===== src/rtl/pwr_mode_pkg.sv =====
package pwr_mode_pkg;

   typedef enum logic [1:0] {
      PM_NONE   = 2'd0,
      PM_SLEEP  = 2'd1,
      PM_SWSTBY = 2'd2,
      PM_DEEP   = 2'd3
   } pm_mode_e;

   // Mode chosen by the low-power enable and deep select bits.
   function automatic pm_mode_e pm_pick(input logic fire, input logic lp_en, input logic deep_sel);
      if (!fire)
         return PM_NONE;
      else if (!lp_en)
         return PM_SLEEP;
      else if (!deep_sel)
         return PM_SWSTBY;
      else
         return PM_DEEP;
   endfunction

endpackage


===== src/rtl/pwr_mode_reg.sv =====
module pwr_mode_reg #(
   parameter int REG_W     = 8,
   parameter int LP_BIT    = 7,
   parameter int DEEP_BIT  = 6,
   parameter int RTC_BIT   = 1,
   parameter int SIZE_W    = 2,
   parameter int BYTE_CODE = 0
) (
   input  logic              clk,
   input  logic              por_n,
   input  logic              mrst,
   input  logic              wr_en,
   input  logic [SIZE_W-1:0] acc_size,
   input  logic [REG_W-1:0]  wdata,
   input  logic              deep_entered,
   output logic [REG_W-1:0]  ctl_q
);

   localparam logic [REG_W-1:0] WR_MASK =
      (REG_W'(1) << LP_BIT) | (REG_W'(1) << DEEP_BIT) | (REG_W'(1) << RTC_BIT);

   logic byte_wr;
   assign byte_wr = wr_en && !mrst && (acc_size == SIZE_W'(BYTE_CODE));

   for (genvar b = 0; b < REG_W; b++) begin : g_bit
      if (WR_MASK[b]) begin : g_store
         logic bit_q;
         always_ff @(posedge clk or negedge por_n) begin
            if (!por_n)
               bit_q <= 1'b0;
            else if (deep_entered)
               bit_q <= 1'b0;
            else if (byte_wr)
               bit_q <= wdata[b];
         end
         assign ctl_q[b] = bit_q;
      end else begin : g_rsvd
         assign ctl_q[b] = 1'b0;
      end
   end

endmodule


===== src/rtl/pwr_mode_decode.sv =====
module pwr_mode_decode
   import pwr_mode_pkg::*;
(
   input  logic clk,
   input  logic por_n,
   input  logic mrst,
   input  logic sleep_exec,
   input  logic lp_en,
   input  logic deep_sel,
   output logic sleep_req,
   output logic swstby_req,
   output logic dpstby_req
);

   pm_mode_e pick;
   assign pick = pm_pick(sleep_exec && !mrst, lp_en, deep_sel);

   always_ff @(posedge clk or negedge por_n) begin
      if (!por_n) begin
         sleep_req  <= 1'b0;
         swstby_req <= 1'b0;
         dpstby_req <= 1'b0;
      end else begin
         sleep_req  <= (pick == PM_SLEEP);
         swstby_req <= (pick == PM_SWSTBY);
         dpstby_req <= (pick == PM_DEEP);
      end
   end

endmodule


===== src/rtl/pwr_mode_rdport.sv =====
module pwr_mode_rdport #(
   parameter int REG_W     = 8,
   parameter int SIZE_W    = 2,
   parameter int BYTE_CODE = 0
) (
   input  logic              rd_en,
   input  logic [SIZE_W-1:0] acc_size,
   input  logic [REG_W-1:0]  ctl_q,
   output logic [REG_W-1:0]  rdata
);

   always_comb begin
      if (rd_en && (acc_size == SIZE_W'(BYTE_CODE)))
         rdata = ctl_q;
      else
         rdata = '0;
   end

endmodule


===== src/rtl/pwr_mode_ctl.sv =====
module pwr_mode_ctl #(
   parameter int REG_W     = 8,
   parameter int LP_BIT    = 7,
   parameter int DEEP_BIT  = 6,
   parameter int RTC_BIT   = 1,
   parameter int SIZE_W    = 2,
   parameter int BYTE_CODE = 0
) (
   input  logic              clk,
   input  logic              por_n,
   input  logic              mrst,
   input  logic              wr_en,
   input  logic              rd_en,
   input  logic [SIZE_W-1:0] acc_size,
   input  logic [REG_W-1:0]  wdata,
   output logic [REG_W-1:0]  rdata,
   input  logic              sleep_exec,
   input  logic              deep_entered,
   input  logic              swstby_entered,
   output logic              sleep_req,
   output logic              swstby_req,
   output logic              dpstby_req,
   output logic              rtc_clk_en
);

   if (LP_BIT >= REG_W || DEEP_BIT >= REG_W || RTC_BIT >= REG_W) begin : g_bad_pos
      $error("pwr_mode_ctl: a control bit position lies outside the register");
   end
   if (LP_BIT == DEEP_BIT || LP_BIT == RTC_BIT || DEEP_BIT == RTC_BIT) begin : g_bad_overlap
      $error("pwr_mode_ctl: control bit positions overlap");
   end
   if (BYTE_CODE >= (1 << SIZE_W)) begin : g_bad_size
      $error("pwr_mode_ctl: byte size code does not fit the size field");
   end

   logic [REG_W-1:0] ctl_q;
   logic             swstby_seen;

   // Entry into software standby deliberately does not touch the register.
   assign swstby_seen = swstby_entered;

   pwr_mode_reg #(
      .REG_W(REG_W), .LP_BIT(LP_BIT), .DEEP_BIT(DEEP_BIT), .RTC_BIT(RTC_BIT),
      .SIZE_W(SIZE_W), .BYTE_CODE(BYTE_CODE)
   ) u_reg (
      .clk(clk), .por_n(por_n), .mrst(mrst), .wr_en(wr_en),
      .acc_size(acc_size), .wdata(wdata), .deep_entered(deep_entered),
      .ctl_q(ctl_q)
   );

   pwr_mode_decode u_dec (
      .clk(clk), .por_n(por_n), .mrst(mrst), .sleep_exec(sleep_exec),
      .lp_en(ctl_q[LP_BIT]), .deep_sel(ctl_q[DEEP_BIT]),
      .sleep_req(sleep_req), .swstby_req(swstby_req), .dpstby_req(dpstby_req)
   );

   pwr_mode_rdport #(
      .REG_W(REG_W), .SIZE_W(SIZE_W), .BYTE_CODE(BYTE_CODE)
   ) u_rd (
      .rd_en(rd_en), .acc_size(acc_size), .ctl_q(ctl_q), .rdata(rdata)
   );

   assign rtc_clk_en = !ctl_q[RTC_BIT];

   logic unused_ok;
   assign unused_ok = swstby_seen;

endmodule


===== config.mk =====
export PLATFORM = sky130hd
export DESIGN_NAME = pwr_mode_ctl
export DESIGN_NICKNAME = d
export VERILOG_FILES = /design/src/rtl/pwr_mode_pkg.sv /design/src/rtl/pwr_mode_reg.sv /design/src/rtl/pwr_mode_decode.sv /design/src/rtl/pwr_mode_rdport.sv /design/src/rtl/pwr_mode_ctl.sv
export SDC_FILE = /design/constraint.sdc
export NUM_CORES = 1
export LEC_CHECK = 0
export ABC_AREA = 1
export BUFFER_PORTS_ARGS = -buffer_cell sky130_fd_sc_hd__buf_4
export CAP_MARGIN = 20
export CORE_AREA = 3 3 40 42
export CTS_CLUSTER_DIAMETER = 30
export DETAILED_ROUTE_END_ITERATION = 6
export DIE_AREA = 0 0 43 45
export MAX_ROUTING_LAYER = met4
export PLACE_DENSITY = 0.62
export SLEW_MARGIN = 15
export SYNTH_ARGS = -nofsm -noshare
export SYNTH_HDL_FRONTEND = slang
export SYNTH_SLANG_ARGS = --single-unit

===== constraint.sdc =====
create_clock -name clk -period 1.74 [get_ports clk]
set_input_delay 0.348 -clock clk [delete_from_list [all_inputs] [get_ports clk]]
set_output_delay 0.348 -clock clk [all_outputs]
set_load 0.02 [all_outputs]

==> flow_metrics.py, run 1 <==
metrics = {
    "run_status": {
        "status": "finished clean",
    },
    "clocking": {
        "postCtsSetupRepairBufs": 0,
        "hold_buffers": 1,
        "root_buffer": "clkbuf_4",
        "clkTransAtPathRegs_ns": 0.04,
        "cts_tree": "yes",
        "clock-sinks": 6,
        "cts_max_level": 1,
        "post_cts_resized": 0,
        "cts.path.max_buffers": 2,
        "cts_buffers": 3,
        "clk_latency_ns": 0.24,
    },
    "synth": {
        "yosys_register_bits": 6,
        "synth_warnings": 0,
        "synth_area_um2": 318,
        "synth_cells": 39,
        "synthDistinctLibCells": 12,
        "yosysSeqAreaShare": 0.472,
        "postSynthAreaPerCell_um2": 8.15,
    },
    "worst_setup_path": {
        "r2r_cells": 1,
        "worstPathArrival_ns": 0.98,
        "cp_max_fo": 5,
        "end_kind": "output port",
        "startpoint_type": "primary input",
        "r2r_start": "u_reg.g_bit[7].g_store.bit_q",
        "crit_required_ns": 1.39,
        "r2r_end": "u_dec.sleep_req",
        "r2r_setup_slack_ns": 1.09,
        "crit_type": "primary input to output port",
    },
    "global_routing": {
        "grt_max_degree": 7,
        "grt_first_pass_wirelength_um": 1080,
        "grt_use_total": 0.0846,
        "grt-ovfl-total": 0,
        "grt_pass1_vias": 266,
        "antenna_found_initial": 0,
    },
    "placed_design": {
        "dp.cells": 71,
        "portBuffers": 18,
        "preCtsSetupSlack_ns": 0.406,
        "dpl.hpwl_um": 582,
        "gp_congestion": 0.715,
    },
    "power_and_ir_drop": {
        "internal-power_mw": 0.245,
        "p_leak_nw": 0.265,
        "combPwrFrac": 0.168,
        "pwr-share-clk": 0.385,
        "ir_drop_v": 0.000187,
        "power_switching_mw": 0.0782,
        "power_frac_seq": 0.447,
        "sw_frac_of_total": 0.242,
        "powerDensity_nw_per_um2": 670,
    },
    "drt": {
        "vias_per_cell": 3.85,
        "vias": 289,
        "route.detailed.drc": 0,
        "drtIter0Drc": 4,
        "detail-route-antenna-nets": 0,
        "drtPass1Iterations": 4,
        "post_drt_wl_per_cell_um": 9.23,
        "routed_wl_um": 692,
    },
    "min_path": {
        "holdCritPathClass": "primary input to flop",
        "min_path_cells": 2,
        "worstHoldStart": "mrst",
        "hold_end": "u_dec.sleep_req",
    },
    "floorplanning": {
        "die_area_um2": 1940,
        "rows": 13,
        "ios": 30,
        "core-area_um2": 1280,
        "die_x_um": 43,
        "start_util": 0.247,
        "die_y_um": 45,
    },
    "final_layout": {
        "fillCellCount": 139,
        "final_core_util": 0.375,
        "multi_input_area_um2": 123,
        "areaGrowthSynthToFinish_pct": 51.6,
        "instances_no_fill": 75,
        "diodes": 0,
        "final_cell_mix": "buf_4, inv_1, nor2_1, dfrtp_1",
        "fin_nets": 80,
        "seqCellArea_um2": 150,
        "drive_gt1_frac": 0.400,
        "mostFrequentLayoutCell": "buf_4",
    },
    "timing": {
        "fin_tns_setup_ns": 0,
        "rsz0062_at_grt": "no",
        "fmax_mhz": 755,
        "whs_ns": 0.285,
        "period_minus_slack_ns": 1.32,
        "setup_slack_ns": 0.416,
        "hold_violations": 0,
        "setup_viol": 0,
        "clock_skew_ns": 0.00269,
        "fin_crit_sh": 0.761,
        "maxSlewViolCount": 0,
    },
    "job": {
        "drv_cap": 0,
    },
}
-- flip-flops by register name, indices dropped and copies added, names as in the netlist --
register,cells
u_dec.swstby_req,1
u_dec.sleep_req,1
u_dec.dpstby_req,1
u_reg.g_bit.g_store.bit_q,3
-- cell usage after synthesis, drive strengths merged --
cell type  instances  area (µm²)
nand2              6        25.0
dfrtp              6         150
nor2               8        40.0
nand3              3        15.0
buf                5        37.5
nor3               1        5.00
conb               1        3.75
nand4              3        18.8
inv                6        22.5
-- stage by stage --
stage               power (mW)  instance area [µm²]
detailed placement       0.199                  449
CTS                      0.333                  482
global placement         0.199                  449
global route             0.343                  482
floorplan                0.179                  333
finish                   0.323                  482
-- power by group through the flow --
stage | sequential, mW | combinational (mW) | clock [mW]
CTS | 0.144 | 0.0548 | 0.133
global placement | 0.146 | 0.0523 | 0
finish | 0.144 | 0.0543 | 0.124
floorplan | 0.148 | 0.0307 | 0
global route | 0.145 | 0.0592 | 0.140
detailed placement | 0.146 | 0.0529 | 0
-- routing by layer --
metal | track usage | share of wire | vias to the layer above
li1 | - | - | 153
met1 | 0.0931 | 0.42 | 116
met2 | 0.114 | 0.41 | 20
met3 | 0.0398 | 0.17 | 0
met4 | 0.0723 | 0 | 0
met5 | - | 0 | -
-- kinds of logic (layout without fill, tap and decap cells) --
family,Yosys count,after routing,synth area share
flip-flops,6,6,0.472
buffers and inverters,11,28,0.189
other,1,5,0.0118
AND/OR/NAND/NOR,21,21,0.327
-- area by class of cell --
class,instances,area share
well taps,15,0.0390
flip-flops and latches,6,0.312
clock buffers,3,0.0468
inverters,6,0.0468
repair buffers,19,0.301
multi-input cells,26,0.255
-- critical path, cell delays in order --
cell and delay, ns:
buf_4 0.12, nor2_4 0.15, nand2_1 0.11, nor2_1 0.11, buf_4 0.15
-- how the worst max path moves through the flow --
stage          endpoint  slack (ns)  cells after the start         from
6_report       rdata[6]        0.42                      5  acc_size[1]
5_1_grt        rdata[6]        0.33                      5  acc_size[1]
4_1_cts        rdata[6]        0.41                      5  acc_size[1]
3_5_place_dp   rdata[6]        0.41                      5  acc_size[1]
3_3_place_gp   rdata[6]        0.42                      5  acc_size[1]
2_1_floorplan  rdata[1]        0.54                      3  acc_size[1]
Note: power is estimated with default switching activity, not from simulation.
==> run 2, diff against run 1 <==
- ABC_AREA: 1 -> 0
- PLACE_DENSITY: 0.62 -> 0.64
- clock period: 1.74 -> 1.4 ns (I/O delays scaled with it)
==> run 2 against run 1 <==
Power increased by 25%. Clock power increased by 26%. Synthesized cell count decreased by 23%. Sequential cell count unchanged. Largest power group unchanged. Highest routed layer is now met4.
==> flow_metrics.py, run 2 <==
metrics = {
    "run_status": {
        "status": "finished clean",
    },
    "synth": {
        "synth.top_cell.area_share": 0.441,
        "synthDistinctLibCells": 12,
        "async_flop_share": 1.00,
        "postSynthAreaPerCell_um2": 11.3,
        "synth_area_um2": 340,
        "synth_common_cells": "dfrtp_1, nand2b_1, buf_4, and3_1, mux2i_1",
        "post_synth_main_area_contributors": "dfrtp_1, buf_4, nand2b_1",
        "synth_edf_count": 0,
        "yosysTopAreaCell": "dfrtp_1",
        "synth_ff_type": "dfrtp_1",
        "yosysSeqAreaShare": 0.441,
        "yosys_register_bits": 6,
        "synth_warnings": 0,
        "synth_cells": 30,
    },
    "worst_setup_path": {
        "cpMaxStageDelayCell": "dfrtp_1",
        "worstSetupStartpoint": "u_reg.g_bit[7].g_store.bit_q",
        "crit_end": "rdata[7]",
        "crit_type": "flop to output port",
        "crit_path_cell_trace": "and3_1, buf_4",
        "path_delay_family": "flip-flops",
        "r2r_end": "u_dec.dpstby_req",
        "cp_num_cells": 2,
        "cp_max_fo": 5,
        "crit_buf_inv": 1,
        "r2r_cells": 1,
        "crit_required_ns": 1.12,
        "r2r_start": "u_reg.g_bit[7].g_store.bit_q",
        "r2r_setup_slack_ns": 0.61,
        "startpoint_type": "flop",
        "end_kind": "output port",
        "worstPathArrival_ns": 0.96,
        "max_stage_delay_ns": 0.41,
    },
    "global_routing": {
        "grt_first_pass_wirelength_um": 1150,
        "grt_use_total": 0.0899,
        "antenna_found_initial": 0,
        "grt_pass1_vias": 258,
        "grt_max_degree": 7,
        "grt-ovfl-total": 0,
    },
    "placed_design": {
        "portBuffers": 18,
        "dpl.hpwl_um": 631,
        "placed_area_um2": 472,
        "gp_congestion": 0.659,
        "dp.cells": 62,
    },
    "job": {
        "drv_cap": 0,
    },
    "drt": {
        "drtIter0Drc": 0,
        "detail-route-antenna-nets": 0,
        "drtPass1Iterations": 1,
        "post_drt_wl_per_cell_um": 11.1,
        "routed_wl_um": 731,
        "vias_per_cell": 4.18,
        "vias": 276,
        "route.detailed.drc": 0,
    },
    "power_and_ir_drop": {
        "ir_drop_v": 0.000342,
        "sw_frac_of_total": 0.236,
        "powerDensity_nw_per_um2": 802,
        "internal-power_mw": 0.309,
        "combPwrFrac": 0.170,
        "power_switching_mw": 0.0952,
        "p_leak_nw": 0.263,
        "pwr-share-clk": 0.385,
        "power_frac_seq": 0.445,
    },
    "final_layout": {
        "mostFrequentLayoutCell": "buf_4",
        "multi_input_area_um2": 164,
        "fin_nets": 71,
        "drive_gt1_frac": 0.471,
        "instances_no_fill": 66,
        "final_core_util": 0.392,
        "largest_register_ffs": 3,
        "regMostFlops": "u_reg.g_bit.g_store.bit_q",
        "final_area_um2": 504,
        "diodes": 0,
        "fillCellCount": 133,
        "seqCellArea_um2": 150,
        "areaGrowthSynthToFinish_pct": 48.2,
        "final_cell_mix": "buf_4, nand2b_1, dfrtp_1",
    },
    "floorplanning": {
        "rows": 13,
        "die_y_um": 45,
        "die_area_um2": 1940,
        "core-area_um2": 1280,
        "ios": 30,
        "start_util": 0.265,
        "die_x_um": 43,
    },
    "timing": {
        "maxSlewViolCount": 0,
        "whs_ns": 0.235,
        "hold_violations": 0,
        "fin_crit_sh": 0.888,
        "setup_viol": 0,
        "fmax_mhz": 804,
        "fin_tns_setup_ns": 0,
        "clock_skew_ns": 0.00505,
        "period_minus_slack_ns": 1.24,
        "rsz0062_at_grt": "no",
    },
    "clocking": {
        "postCtsSetupRepairBufs": 0,
        "root_buffer": "clkbuf_4",
        "clock-sinks": 6,
        "cts_buffers": 3,
        "clk_latency_ns": 0.24,
        "cts_max_level": 1,
        "clkTransAtPathRegs_ns": 0.05,
        "cts_tree": "yes",
        "cts.path.max_buffers": 2,
    },
    "min_path": {
        "holdCritPathClass": "primary input to flop",
    },
}
run 2: changes by cell type in the layout (fill, tap and decap cells not counted), moves of 3 or more:
cell	previous run	this run
and3_1	0	3
inv_1	6	1
nand4_1	3	0
nor2_1	6	1
nand2_1	5	0
nand3_1	3	0
nand2b_1	0	6
mux2i_1	0	3
run 2: area by class of cell:
cell class,instances,area share
Tap cell,15,0.0372
Multi-Input combinational cell,22,0.325
Timing Repair Buffer,19,0.288
Inverter,1,0.00744
Clock buffer,3,0.0447
Sequential cell,6,0.298
run 2: what timing repair did:
action | 4_1_cts | 5_1_grt
gates resized for setup | 0 | 0
hold endpoints to repair | 6 | 0
setup endpoints to repair | 0 | 0
hold buffers | 1 | 0
run 2: how the worst min path moves through the flow:
stage	start	to	slack, ns	depth (start not counted)
floorplan	por_n	u_dec.dpstby_req	-0.02	0
global placement	por_n	u_dec.dpstby_req	0.09	1
detailed placement	por_n	u_dec.swstby_req	0.09	1
CTS	mrst	u_dec.sleep_req	0.23	2
global route	mrst	u_dec.sleep_req	0.23	2
finish	mrst	u_dec.sleep_req	0.23	2
run 2: per-layer routing:
layer  vias to the layer above  wire length, µm  track usage  share of wire
met5                         -                0            -              0
met4                         0               20       0.0904          0.027
li1                        138                -            -              -
met3                         4               97       0.0438           0.13
met1                       116              264       0.0813           0.36
met2                        18              348        0.135           0.48
run 2: power by group through the flow:
| stage | Combinational (mW) | Sequential, mW | Clock, mW |
|---|---|---|---|
| floorplan | 0.0370 | 0.184 | 0 |
| global placement | 0.0662 | 0.182 | 0 |
| detailed placement | 0.0675 | 0.182 | 0 |
| CTS | 0.0698 | 0.180 | 0.162 |
| global route | 0.0757 | 0.180 | 0.174 |
| finish | 0.0688 | 0.180 | 0.156 |
run 2: through the flow:
stage               setup slack, ns  power, mW
finish                        0.156      0.404
detailed placement            0.254      0.250
global placement              0.278      0.249
global route                  0.117      0.429
CTS                           0.150      0.411
floorplan                     0.453      0.221
run 2: cell families after synthesis:
family / count (synthesis) / share of synthesized area
multiplexers: 3 / 0.0882
other: 1 / 0.0110
flip-flops: 6 / 0.441
AND/OR/NAND/NOR: 14 / 0.338
buffers and inverters: 6 / 0.121
